`config.mk`:
```
export PLATFORM = sky130hd
export DESIGN_NAME = buck_fault_supervisor
export DESIGN_NICKNAME = d
export VERILOG_FILES = /design/src/rtl/buck_fault_supervisor.sv
export SDC_FILE = /design/constraint.sdc
export NUM_CORES = 1
export LEC_CHECK = 0
export BUFFER_PORTS_ARGS = -buffer_cell sky130_fd_sc_hd__buf_2
export CAP_MARGIN = 20
export CORE_ASPECT_RATIO = 0.75
export CORE_MARGIN = 2
export CORE_UTILIZATION = 40
export DETAILED_ROUTE_END_ITERATION = 10
export MAX_ROUTING_LAYER = met4
export PLACE_DENSITY_LB_ADDON = 0.05
export SLEW_MARGIN = 20
export SYNTH_ARGS = -nofsm -noshare
export SYNTH_HDL_FRONTEND = slang
export SYNTH_SLANG_ARGS = --single-unit
export TNS_END_PERCENT = 5
```
`constraint.sdc`:
```
create_clock -name clk -period 2.05 [get_ports clk]
set_clock_uncertainty 0.15 [all_clocks]
set_input_delay 0.1025 -clock clk [delete_from_list [all_inputs] [get_ports clk]]
set_output_delay 0.1025 -clock clk [all_outputs]
set_load 0.03 [all_outputs]
```
`src/rtl/buck_fault_supervisor.sv`:
```
module buck_fault_supervisor #(
  parameter int SS_W         = 10,
  parameter int REF_CODE     = 400,
  parameter int HICCUP_TICKS = 120000
) (
  input  logic            clk,
  input  logic            rst_n,
  input  logic            en,
  input  logic            ramp_tick,
  input  logic            bias_uv,
  input  logic            input_uv,
  input  logic            over_temp,
  input  logic            short_flag,
  input  logic            over_curr,
  input  logic            fb_in_window,
  output logic            drv_en,
  output logic [SS_W-1:0] ss_code,
  output logic            pwr_good
);
  localparam int PG_CODE = 2 * REF_CODE;
  localparam int CW      = $clog2(HICCUP_TICKS + 1);
  localparam logic [SS_W-1:0] SS_MAX  = {SS_W{1'b1}};
  localparam logic [SS_W-1:0] SS_PG   = SS_W'(PG_CODE);
  localparam logic [CW-1:0]   CNT_END = CW'(HICCUP_TICKS - 1);

  typedef enum logic [2:0] {S_SLEEP, S_WAIT, S_SOFT, S_RUN, S_HIC} st_t;

  st_t             st;
  logic [CW-1:0]   hic_cnt;
  logic [SS_W-1:0] ss_q;

  wire blk_fault = bias_uv | input_uv | over_temp;
  wire trip_fault = short_flag | over_curr;
  wire any_fault = blk_fault | trip_fault;
  wire driving = (st == S_SOFT) || (st == S_RUN);
  wire [SS_W-1:0] ss_step = (ramp_tick && ss_q != SS_MAX) ? ss_q + 1'b1 : ss_q;

  always_ff @(posedge clk or negedge rst_n) begin
    if (!rst_n) begin
      st      <= S_SLEEP;
      ss_q    <= '0;
      hic_cnt <= '0;
    end else if (!en) begin
      st      <= S_SLEEP;
      ss_q    <= '0;
      hic_cnt <= '0;
    end else begin
      case (st)
        S_SLEEP: st <= S_WAIT;
        S_WAIT:  if (!blk_fault) st <= S_SOFT;
        S_SOFT, S_RUN: begin
          if (any_fault) begin
            st      <= S_HIC;
            ss_q    <= '0;
            hic_cnt <= '0;
          end else begin
            ss_q <= ss_step;
            if (ss_step >= SS_PG) st <= S_RUN;
          end
        end
        S_HIC: begin
          hic_cnt <= hic_cnt + 1'b1;
          if (hic_cnt == CNT_END) st <= S_WAIT;
        end
        default: st <= S_SLEEP;
      endcase
    end
  end

  assign drv_en   = driving;
  assign ss_code  = ss_q;
  assign pwr_good = (st == S_RUN) && fb_in_window;


  sleep_off_chk: assert property (@(posedge clk) disable iff (!rst_n)
    !en |=> (!drv_en && ss_code == '0));


  fault_off_chk: assert property (@(posedge clk) disable iff (!rst_n)
    (en && drv_en && (blk_fault || trip_fault)) |=> (!drv_en && ss_code == '0));


  ss_hold_chk: assert property (@(posedge clk) disable iff (!rst_n)
    (en && drv_en && !ramp_tick && !blk_fault && !trip_fault) |=> $stable(ss_code));


  blocked_chk: assert property (@(posedge clk) disable iff (!rst_n)
    (!drv_en && blk_fault) |=> !drv_en);


  pg_gate_chk: assert property (@(posedge clk) disable iff (!rst_n)
    pwr_good |-> (ss_code >= SS_PG && fb_in_window));


  always_comb if (!rst_n) reset_out_chk: assert (!drv_en && !pwr_good);
endmodule

```
==> results by group <==
GRT
  • Total track usage: 20.17%
  • Number of global-route vias before repair: 1631
  • Initial antenna violation count: 0
  • Grt ovf: 0
  • Largest net degree at the start of global routing: 31
  • Global-route wire length before repair: roughly 7.9 mm

Clock network
  • Clk buf depth: 2
  • Clock latency on the worst-skew pair: 0.28 ns
  • Htree depth: 2
  • CTS Root Cell: clkbuf_8
  • Worst-path clk slew: 0.06 ns
  • CTS tree: built
  • Clock Sinks: 30
  • TritonCTS Buffers: 5

Final layout
  • Antenna Cells: 0
  • NumNets Final: 245
  • Area Growth Syn to Fin: 23.06%
  • Share of cells above drive strength 1: 30.34%

Die
  • # rows: 21
  • Initial Util: 41.18%
  • Core area: about 4400 µm²
  • Die Wd: 81.85 µm
  • DIE AREA: approximately 5000 µm²
  • I/O pins: 22
  • Chip Height: 62.39 µm

Synthesis
  • Post-synthesis xor/xnor area fraction: under 10%
  • Number of enable flip-flop cells after synthesis: 0
  • Synth top cells by count: dfrtp_1 (30), nor2_1 (22), o21ai_0 (12)
  • Yosys top cell by area: dfrtp_1
  • Post-synthesis simple-gate area fraction: 24.23%
  • Synthesized-area fraction occupied by adder cells: 1.376%
  • Share of synthesized flip-flops with an asynchronous set or reset: 100.0%
  • Post-Syn Area: between 1500 and 2000 µm²
  • Yosys reg bits: 30
  • Synth top area share: 41.29%
  • Synth area leaders: dfrtp_1 (41%), xor2_1 (5.3%), nor2_1 (4.5%)
  • Largest family of logic cells by synthesized area: simple AND/OR/NAND/NOR gates
  • Synthesized instance count: 195
  • Ys Warns: 0
  • Mux contribution to synthesized area: 1.789%
  • Compound-cell area share of the yosys netlist: 20.92%
  • Syn Nets: 207
  • Main flop type after synthesis: dfrtp_1
  • Syn avg cell area: around 9.3 µm²
  • Sequential cell area fraction in the yosys report: 41.29%
  • Most common cell in the netlist: dfrtp_1
  • Unique masters post-synth: 56

Timing
  • Period minus WS final: slightly above 2 ns
  • Slew Limit Fails: 0
  • Fmax: 494.8 MHz
  • Final setup viols: 0
  • Worst rel slew slack: 54.07%
  • Worst setup margin: around 0.029 ns
  • Period utilization: a little over nine tenths
  • Worst-Margin Slew: 0.6890 ns
  • Setup TNS: 0 ns
  • Final Hold Viols: 0

Drt
  • DRT antenna net count: 0
  • M1 wire length: between 2 and 2.5 mm
  • Via count: 1706
  • Post-DR vias/cell: just under 6
  • DR top layer: met4
  • Initial DRT Pass Iterations: 4
  • Met2 wire length: 1.904 mm
  • Routed len/inst: about 16 µm
  • Final Routed Wirelength: between 4 and 5 mm
  • Residual DRC: 0
  • Met3 routed WL: about 340 µm
  • Drt first-iter violations: 154

Power
  • Pwr Density: 528.2 nW/µm²
  • Leakage power: just over 0.001 µW
  • Worst vdd ir: 365.3 µV
  • Power, Total: between 1000 and 1500 µW

Job
  • Max_cap viols: 0

Setup path
  • Worst path max stage delay: around 0.42 ns
  • Crit Path Class: flop to flop
  • Slowest-stage cell, CP: dfrtp_2
  • Crit path DAT: 2.03 ns
  • CP Data Required Time: 2.06 ns
  • Crit. End Element: flop
  • Crit path cell chain: nand4_1 -> a311oi_2 -> xor2_1 -> o31a_1 -> o311a_1
  • Max FO, Critical Path: 5
  • Startpoint types: flop

Place
  • # port buffers: 21
  • Dpl hpwl: 3.333 mm
  • Pre-CTS WS: ~0.042 ns
  • RD Place Congestion: 0.9211

Run status
  • Status: complete, no violations

Hold path
  • Tightest Hold Check Type: primary input to flop
-- timing repair --
action | CTS | global route
endpoints found under the hold margin | 31 | 0
gates resized for setup | 0 | 8
buffers inserted | 0 | 5
hold buffers | 2 | 0
setup endpoints to repair | 0 | 1
-- path summary, 6_finish.rpt --
path,startpoint,to,slack [ns],cells after the start
hold reg to reg,hic_cnt[15],hic_cnt[15],0.34,1
setup / recovery,ss_code[0],st[0],0.03,5
max in group asynchronous,rst_n,ss_code[2],1.01,2
min in group asynchronous,rst_n,hic_cnt[0],0.25,2
setup reg to reg,ss_code[0],st[0],0.03,5
hold / removal,over_temp,st[1],0.08,4
-- worst max-delay path: cells and delay by family (launching register included) --
| kind | cells | cell delay [ns] |
|---|---|---|
| compound gates | 3 | 0.96 |
| xor+xnor | 1 | 0.14 |
| flops | 1 | 0.42 |
| simple gates | 1 | 0.23 |
-- cell type report --
class,instances,area (µm²)
fill,414,2177
multi-input combinational,149,1022
sequential,30,758.2
timing repair buffer,43,275.3
clock buffer,6,82.58
tap,57,71.32
inverter,4,15.01
clock inverter,2,12.51
-- cells by family (layout without fill, tap and decap cells) --
| kind of cell | after synthesis | count (layout) |
|---|---|---|
| adders and majority gates | 2 | 2 |
| DFF | 30 | 30 |
| buffers and inverters | 16 | 55 |
| and+or+nand+nor | 79 | 79 |
| muxes | 3 | 3 |
| AOI/OAI and AO/OA | 53 | 53 |
| xor gates and xnor gates | 12 | 12 |
-- state kept, by name, summed over array words and instances, names as in the netlist --
signal   flops
hic_cnt     17
ss_code     10
st           3
-- stage by stage --
step	utilization (%)	hold WS (ns)	std cells	cell area, µm²
final	50.68	0.07659	291	2237
after floorplan	-	-0.3431	195	1843
after detailed placement	46.74	0.03575	276	2063
after CTS	49.35	0.06813	286	2178
after global routing	50.68	0.1288	291	2237
after global placement	46.74	0.02666	276	2063
-- cell usage in the layout, fill, tap and decap left out, types with 2 or more instances in the layout --
cell	count
and2_1	2
o31ai_1	4
xor2_1	11
inv_1	4
clkbuf_8	6
o21ai_0	12
a22o_1	3
dlygate4sd3_1	2
and4_1	3
a21oi_1	5
nand4_1	6
o2111ai_1	2
nor3_1	2
nor4b_1	2
buf_4	20
o211ai_1	4
nand3_1	8
dfrtp_2	6
a41oi_1	2
or3_1	2
and3_1	8
a22oi_1	2
nor2_1	21
nand2_1	11
dfrtp_1	24
a31oi_1	5
buf_2	21
-- power breakdown --
part | internal (µW) | total (µW) | switching, µW
Combinational | 29.6 | 84.4 | 54.8
Sequential | 598 | 607 | 9.45
Clock | 269 | 490 | 221
Total | 897 | 1180 | 285
-- per-layer routing --
layer  GRT usage, %  vias to the layer above
li1               -                      817
met1          30.68                      829
met2          27.03                       53
met5              -                        -
met3          5.347                        7
met4          3.750                        0
No activity file was read; power rests on OpenSTA's default activity.
